===== src/rtl/sb_pkg.sv =====
package sb_pkg;
  localparam int unsigned CLS_W = 5;
  localparam int unsigned LAT_W = 5;

  typedef enum logic [CLS_W-1:0] {
    CLS_ALU      = 5'd0,
    CLS_ALU_SHX  = 5'd1,
    CLS_CSEL     = 5'd2,
    CLS_IMUL     = 5'd3,
    CLS_IDIV     = 5'd4,
    CLS_LOAD     = 5'd5,
    CLS_STORE    = 5'd6,
    CLS_FADD     = 5'd7,
    CLS_FCONST   = 5'd8,
    CLS_FMOV     = 5'd9,
    CLS_FGPR     = 5'd10,
    CLS_FMUL     = 5'd11,
    CLS_FDIV_S   = 5'd12,
    CLS_FDIV_D   = 5'd13,
    CLS_FSQRT_S  = 5'd14,
    CLS_FSQRT_D  = 5'd15,
    CLS_FRINT    = 5'd16,
    CLS_FCVT     = 5'd17,
    CLS_VLOAD    = 5'd18,
    CLS_VMOV     = 5'd19,
    CLS_VMOV_Q   = 5'd20,
    CLS_VADD     = 5'd21,
    CLS_VADD_Q   = 5'd22
  } op_class_e;

  typedef struct packed {
    logic             has_dst;
    logic             late_hi;  // 128-bit producer eligible for the short path
    logic [LAT_W-1:0] lat;
  } lat_info_t;
endpackage


===== src/rtl/sb_class_decode.sv =====
module sb_class_decode
  import sb_pkg::*;
(
  input  logic [CLS_W-1:0] cls_i,
  output lat_info_t        info_o
);
  op_class_e cls;
  assign cls = op_class_e'(cls_i);

  always_comb begin
    info_o = '{has_dst: 1'b1, late_hi: 1'b0, lat: LAT_W'(1)};
    unique case (cls)
      CLS_ALU:     info_o.lat = LAT_W'(1);
      CLS_ALU_SHX: info_o.lat = LAT_W'(2);
      CLS_CSEL:    info_o.lat = LAT_W'(2);
      CLS_IMUL:    info_o.lat = LAT_W'(4);
      CLS_IDIV:    info_o.lat = LAT_W'(22);
      CLS_LOAD:    info_o.lat = LAT_W'(3);
      CLS_FADD:    info_o.lat = LAT_W'(4);
      CLS_FCONST:  info_o.lat = LAT_W'(1);
      CLS_FMOV:    info_o.lat = LAT_W'(2);
      CLS_FGPR:    info_o.lat = LAT_W'(2);
      CLS_FMUL:    info_o.lat = LAT_W'(6);
      CLS_FDIV_S:  info_o.lat = LAT_W'(12);
      CLS_FDIV_D:  info_o.lat = LAT_W'(22);
      CLS_FSQRT_S: info_o.lat = LAT_W'(17);
      CLS_FSQRT_D: info_o.lat = LAT_W'(28);
      CLS_FRINT:   info_o.lat = LAT_W'(4);
      CLS_FCVT:    info_o.lat = LAT_W'(6);
      CLS_VLOAD:   info_o.lat = LAT_W'(4);
      CLS_VMOV:    info_o.lat = LAT_W'(2);
      CLS_VMOV_Q:  begin info_o.lat = LAT_W'(3); info_o.late_hi = 1'b1; end
      CLS_VADD:    info_o.lat = LAT_W'(4);
      CLS_VADD_Q:  begin info_o.lat = LAT_W'(5); info_o.late_hi = 1'b1; end
      default:     info_o.has_dst = 1'b0;  // stores and unassigned codes
    endcase
  end
endmodule


===== src/rtl/sb_cnt_slot.sv =====
module sb_cnt_slot #(
  parameter int unsigned CNT_W = 5
) (
  input  logic             clk_i,
  input  logic             rst_ni,
  input  logic             load_i,
  input  logic [CNT_W-1:0] load_val_i,
  input  logic             load_hi_i,
  output logic [CNT_W-1:0] cnt_o,
  output logic             late_hi_o
);
  logic [CNT_W-1:0] cnt_q;
  logic             hi_q;

  always_ff @(posedge clk_i or negedge rst_ni) begin
    if (!rst_ni) begin
      cnt_q <= '0;
      hi_q  <= 1'b0;
    end else if (load_i) begin
      cnt_q <= load_val_i;
      hi_q  <= load_hi_i;
    end else if (cnt_q != '0) begin
      cnt_q <= cnt_q - 1'b1;
    end
  end

  assign cnt_o     = cnt_q;
  assign late_hi_o = hi_q;
endmodule


===== src/rtl/sb_src_check.sv =====
module sb_src_check #(
  parameter int unsigned NUM_REGS = 32,
  parameter int unsigned CNT_W    = 5,
  parameter int unsigned IDX_W    = 5
) (
  input  logic [IDX_W-1:0]                  src_i,
  input  logic [NUM_REGS-1:0][CNT_W-1:0]    cnt_i,
  input  logic [NUM_REGS-1:0]               late_hi_i,
  input  logic                              cons_hi_i,
  output logic                              ready_o
);
  logic [CNT_W-1:0] cnt_sel;
  logic             hi_sel;

  assign cnt_sel = cnt_i[src_i];
  assign hi_sel  = late_hi_i[src_i];

  // short path: one remaining cycle is hidden by the late upper-half read
  assign ready_o = (src_i == '0) || (cnt_sel == '0) ||
                   (cons_hi_i && hi_sel && (cnt_sel == CNT_W'(1)));
endmodule


===== src/rtl/latency_scoreboard.sv =====
module latency_scoreboard
  import sb_pkg::*;
#(
  parameter  int unsigned NUM_REGS = 32,
  parameter  int unsigned CNT_W    = 5,
  localparam int unsigned IDX_W    = $clog2(NUM_REGS)
) (
  input  logic             clk_i,
  input  logic             rst_ni,
  input  logic             iss_valid_i,
  input  logic [IDX_W-1:0] iss_rd_i,
  input  logic [CLS_W-1:0] iss_class_i,
  input  logic [IDX_W-1:0] chk_rs1_i,
  input  logic [IDX_W-1:0] chk_rs2_i,
  input  logic [CLS_W-1:0] chk_class_i,
  output logic             rdy_o
);
  lat_info_t                     iss_info;
  logic [CNT_W-1:0]              load_val;
  logic [NUM_REGS-1:0]           wr_en;
  logic [NUM_REGS-1:0][CNT_W-1:0] cnt_q;
  logic [NUM_REGS-1:0]           late_hi_q;
  logic                          cons_hi;
  logic                          rs1_ok;
  logic                          rs2_ok;

  sb_class_decode u_dec (
    .cls_i  (iss_class_i),
    .info_o (iss_info)
  );

  // counter holds cycles left after the capturing edge
  assign load_val = CNT_W'(iss_info.lat) - CNT_W'(1);

  assign cons_hi = (chk_class_i == CLS_VMOV_Q) || (chk_class_i == CLS_VADD_Q);

  for (genvar g = 0; g < NUM_REGS; g++) begin : g_slot
    if (g == 0) begin : g_zero
      assign wr_en[g]     = 1'b0;
      assign cnt_q[g]     = '0;
      assign late_hi_q[g] = 1'b0;
    end else begin : g_reg
      assign wr_en[g] = iss_valid_i && iss_info.has_dst && (iss_rd_i == IDX_W'(g));
      sb_cnt_slot #(.CNT_W(CNT_W)) u_slot (
        .clk_i      (clk_i),
        .rst_ni     (rst_ni),
        .load_i     (wr_en[g]),
        .load_val_i (load_val),
        .load_hi_i  (iss_info.late_hi),
        .cnt_o      (cnt_q[g]),
        .late_hi_o  (late_hi_q[g])
      );
    end
  end

  sb_src_check #(.NUM_REGS(NUM_REGS), .CNT_W(CNT_W), .IDX_W(IDX_W)) u_chk1 (
    .src_i     (chk_rs1_i),
    .cnt_i     (cnt_q),
    .late_hi_i (late_hi_q),
    .cons_hi_i (cons_hi),
    .ready_o   (rs1_ok)
  );

  sb_src_check #(.NUM_REGS(NUM_REGS), .CNT_W(CNT_W), .IDX_W(IDX_W)) u_chk2 (
    .src_i     (chk_rs2_i),
    .cnt_i     (cnt_q),
    .late_hi_i (late_hi_q),
    .cons_hi_i (cons_hi),
    .ready_o   (rs2_ok)
  );

  assign rdy_o = rs1_ok && rs2_ok;
endmodule


===== config.mk =====
export PLATFORM = sky130hd
export DESIGN_NAME = latency_scoreboard
export DESIGN_NICKNAME = d
export VERILOG_FILES = /design/src/rtl/sb_pkg.sv /design/src/rtl/sb_class_decode.sv /design/src/rtl/sb_cnt_slot.sv /design/src/rtl/sb_src_check.sv /design/src/rtl/latency_scoreboard.sv
export SDC_FILE = /design/constraint.sdc
export NUM_CORES = 1
export LEC_CHECK = 0
export CAP_MARGIN = 40
export CORE_MARGIN = 1.5
export CORE_UTILIZATION = 62
export DETAILED_ROUTE_END_ITERATION = 8
export GPL_TIMING_DRIVEN = 0
export PLACE_DENSITY = 0.8
export SLEW_MARGIN = 0
export SYNTH_ARGS = -nofsm -noshare
export SYNTH_HDL_FRONTEND = slang
export SYNTH_SLANG_ARGS = --single-unit

===== constraint.sdc =====
create_clock -name clk_i -period 6.7 [get_ports clk_i]
set_input_delay 1.34 -clock clk_i [delete_from_list [all_inputs] [get_ports clk_i]]
set_output_delay 1.34 -clock clk_i [all_outputs]
set_load 0.05 [all_outputs]

==> flow_summary.json <==
{
  "worst_pin_slew_ns": 0.929,
  "h-tree-depth": 4,
  "holdPathEnd": "g_slot[20].g_reg.u_slot.late_hi_o",
  "power_frac_seq_pct": 37.0,
  "fin_crit_sh_pct": 100,
  "cts_buffers": 17,
  "whs_ns": 0.535,
  "stdcell_area_sq_um": 13800,
  "clockBufferDepth": 2,
  "fin_setup_tns_ns": -0.0248,
  "p_per_area_nw_per_um2": 443,
  "required_ns": 5.36,
  "placed_area_sq_um": 13200,
  "grt_max_degree": 98,
  "p_total_mw": 6.11,
  "ios": 29,
  "die-area_sq_um": 21200,
  "final-max-slew-violation-count": 0,
  "yosysMostFrequentCell": "dfrtp_1",
  "clkPwrFrac_pct": 16.5,
  "syn_inst": 1342,
  "num-fill-cells": 1497,
  "grt_use_total_pct": 36.3,
  "fin_nets": 1479,
  "violations": "setup timing",
  "wl_um": 37000,
  "die_h_um": 146,
  "postCtsSetupBuffers": 0,
  "syn_avg_cell_area_sq_um": 9.40,
  "p_leak_nw": 6.09,
  "gp_congestion": 0.983,
  "critPathMaxFanout": 10,
  "cts_tree": "done",
  "slew_headroom_pct": 37.2,
  "worstReg2RegEnd": "g_slot[12].g_reg.u_slot.cnt_o[1]",
  "hpwl_um": 26200,
  "drive_gt1_share_pct": 11.1,
  "path_common_cell": "clkdlybuf4s50_1",
  "vdd_drop_max_uv": 252,
  "combPwrFrac_pct": 46.5,
  "setup_ws_ns": -0.0248,
  "rsz0062_at_grt": "false",
  "synth-async-reset-ratio_pct": 100,
  "cap_viol_max_count": 0,
  "grt_pass1_vias": 10887,
  "setup-violations-final": 1,
  "antenna_found_initial": 1,
  "synth_commonest_cells": "dfrtp_1 (186), nand2_1 (122), nor2_1 (101)",
  "status": "finished with violations",
  "timing.hold.worst.class": "flip-flop to flip-flop",
  "viasPerCell": 6.72,
  "internal_power_mw": 3.50,
  "path_clk_slew_ns": 0.06,
  "critical_path_class": "input pin to output port",
  "wl_per_cell_um": 22.2,
  "swShare_pct": 42.8,
  "skew_ns": 0.00940,
  "layout_min_cycle_time_ns": 6.72,
  "initial_core_util_pct": 64.0,
  "max_stage_delay_ns": 0.82,
  "postRouteAntennaNets": 0,
  "vias": 11193,
  "drt_pass1_iterations": 8,
  "ys_ff_latch": 186,
  "hold_viol": 0,
  "crit_chain": "clkdlybuf4s50_1, buf_6, inv_1, buf_1, o311ai_0, a32o_1, a31oi_1, a2111oi_1, o22a_1, clkdlybuf4s50_1",
  "synth_fp_nets": 1433,
  "yosysWarnings": 0,
  "die_x_um": 146,
  "r2r_cells": 6,
  "rr_startpoint": "g_slot[12].g_reg.u_slot.cnt_o[0]",
  "fp.coreArea_sq_um": 19700,
  "n_antenna_cell": 0,
  "critPathSlowestCell": "clkdlybuf4s50_1",
  "ys_types": 63,
  "holdPathStages": 1,
  "p_sw_mw": 2.61,
  "rows": 51,
  "dp_slack_ns": 0.166,
  "synth_edf_count": 0,
  "clk_latency_ns": 0.45,
  "grt.overflow.total": 0,
  "drtIter0Drc": 1315,
  "synth-main-ff-cell": "dfrtp_1",
  "synth_top_area_share_pct": 36.9,
  "worst-path-buf-inv": 5,
  "arrival_ns": 5.38,
  "finalCoreUtilization_pct": 70.0,
  "syn_area_sq_um": 12600,
  "post-route-drc-count": 0,
  "cts_sinks": 186,
  "synth_largest_area_cell": "dfrtp_1",
  "ys_seq_area_share_pct": 36.9,
  "fin_cells": 1665,
  "hp-start": "g_slot[20].g_reg.u_slot.late_hi_o",
  "cts_root_buf": "clkbuf_16",
  "dp.cells": 1634,
  "cp-start-kind": "input pin",
  "fmax_mhz": 149,
  "syn_to_final_growth_pct": 9.38,
  "r2r_setup_slack_ns": 4.71,
  "synth_area_leaders": "dfrtp_1 (37%), ha_1 (6.2%), mux4_2 (6.1%)",
  "path_delay_family": "buffers and inverters",
  "grt_pass1_wl_um": 59700,
  "portBuffers": 20,
  "end_kind": "output port"
}
[cell type report]
cell class / count / area [sq um] / area share [%]
buffer: 69 / 313 / 2.27
sequential: 186 / 4650 / 33.7
inverter: 72 / 270 / 1.96
tap: 265 / 332 / 2.40
clock inverter: 9 / 90.1 / 0.653
timing repair buffer: 27 / 282 / 2.04
multi-input combinational: 1015 / 7380 / 53.5
clock buffer: 22 / 474 / 3.44
[cell families (layout without fill, tap and decap cells)]
kind of cell             Yosys count  after routing  share of synthesized area [%]
XOR/XNOR                         106            106                           7.36
AND/OR/NAND/NOR                  474            474                           18.9
AO/OA/AOI/OAI                    266            266                           13.0
multiplexers                     106            106                           12.9
flip-flops                       186            186                           36.9
adder cells (fa/ha/maj)           63             63                           6.25
buffers and inverters            141            199                           4.62
[flip-flops by register name (all words and copies together) (netlist names)]
register and cells:
g_slot.g_reg.u_slot.cnt_o 155, g_slot.g_reg.u_slot.late_hi_o 31
[power groups by stage]
stage                     clock network [mW]  registers, mW  logic, mW
final                                   1.01           2.26       2.84
after global routing                    1.05           2.32       3.22
after CTS                               1.00           2.23       2.81
after detailed placement                   0           2.24       2.78
after global placement                     0           2.22       2.63
after floorplan                            0           2.05       2.22
[worst register-to-register path, delay by kind of cell, from the launching register on]
family | cells | cell delay (ns)
AND/OR/NAND/NOR | 2 | 0.84
flip-flops | 1 | 0.42
buffers and inverters | 1 | 0.12
AO/OA/AOI/OAI | 2 | 0.31
adder cells (fa/ha/maj) | 1 | 0.18
[placed cells by master, fill, tap and decap left out, types with 10 or more instances in the layout]
| master | netlist | layout |
|---|---|---|
| dfrtp_1 | 186 | 186 |
| nand2_1 | 122 | 122 |
| nor2_1 | 101 | 101 |
| o21ai_0 | 95 | 95 |
| nor3_1 | 85 | 84 |
| inv_1 | 71 | 71 |
| a21oi_1 | 70 | 70 |
| ha_1 | 63 | 63 |
| xor2_1 | 54 | 54 |
| xnor2_1 | 52 | 52 |
| clkbuf_1 | 44 | 45 |
| nand3_1 | 44 | 44 |
| mux2_2 | 36 | 36 |
| mux4_2 | 34 | 34 |
| mux2i_1 | 29 | 29 |
| a211oi_1 | 26 | 26 |
| buf_2 | 19 | 19 |
| clkdlybuf4s50_1 | 0 | 19 |
| nand3b_1 | 18 | 18 |
| clkbuf_16 | 0 | 17 |
| o211ai_1 | 15 | 15 |
| nand4_1 | 15 | 15 |
| nor4_1 | 14 | 14 |
| o31ai_1 | 13 | 13 |
| nor2b_1 | 12 | 12 |
| or3_1 | 11 | 11 |
| nand2b_1 | 10 | 10 |
[layer usage]
| layer | GRT usage [%] | vias to the layer above | routed length, um |
|---|---|---|---|
| met4 | 15.9 | 2 | 1640 |
| met2 | 54.5 | 650 | 16300 |
| li1 | - | 4933 | - |
| met1 | 48.8 | 5459 | 14500 |
| met5 | 0 | - | 10 |
| met3 | 11.1 | 149 | 4570 |
[repair_timing]
action                                  CTS  global route
hold buffers                              0             0
gates resized for setup                   0             2
endpoints found under the setup margin    0             1
[how the worst max path moves through the flow]
stage | start | endpoint | depth (start not counted)
global placement | rst_ni | g_slot[11].g_reg.u_slot.cnt_o[2] | 1
finish | chk_rs2_i[1] | rdy_o | 10
floorplan | chk_rs2_i[1] | rdy_o | 5
detailed placement | chk_rs2_i[1] | rdy_o | 10
CTS | chk_rs2_i[1] | rdy_o | 9
global route | chk_rs2_i[1] | rdy_o | 9
(Power assumes the default switching activity.)
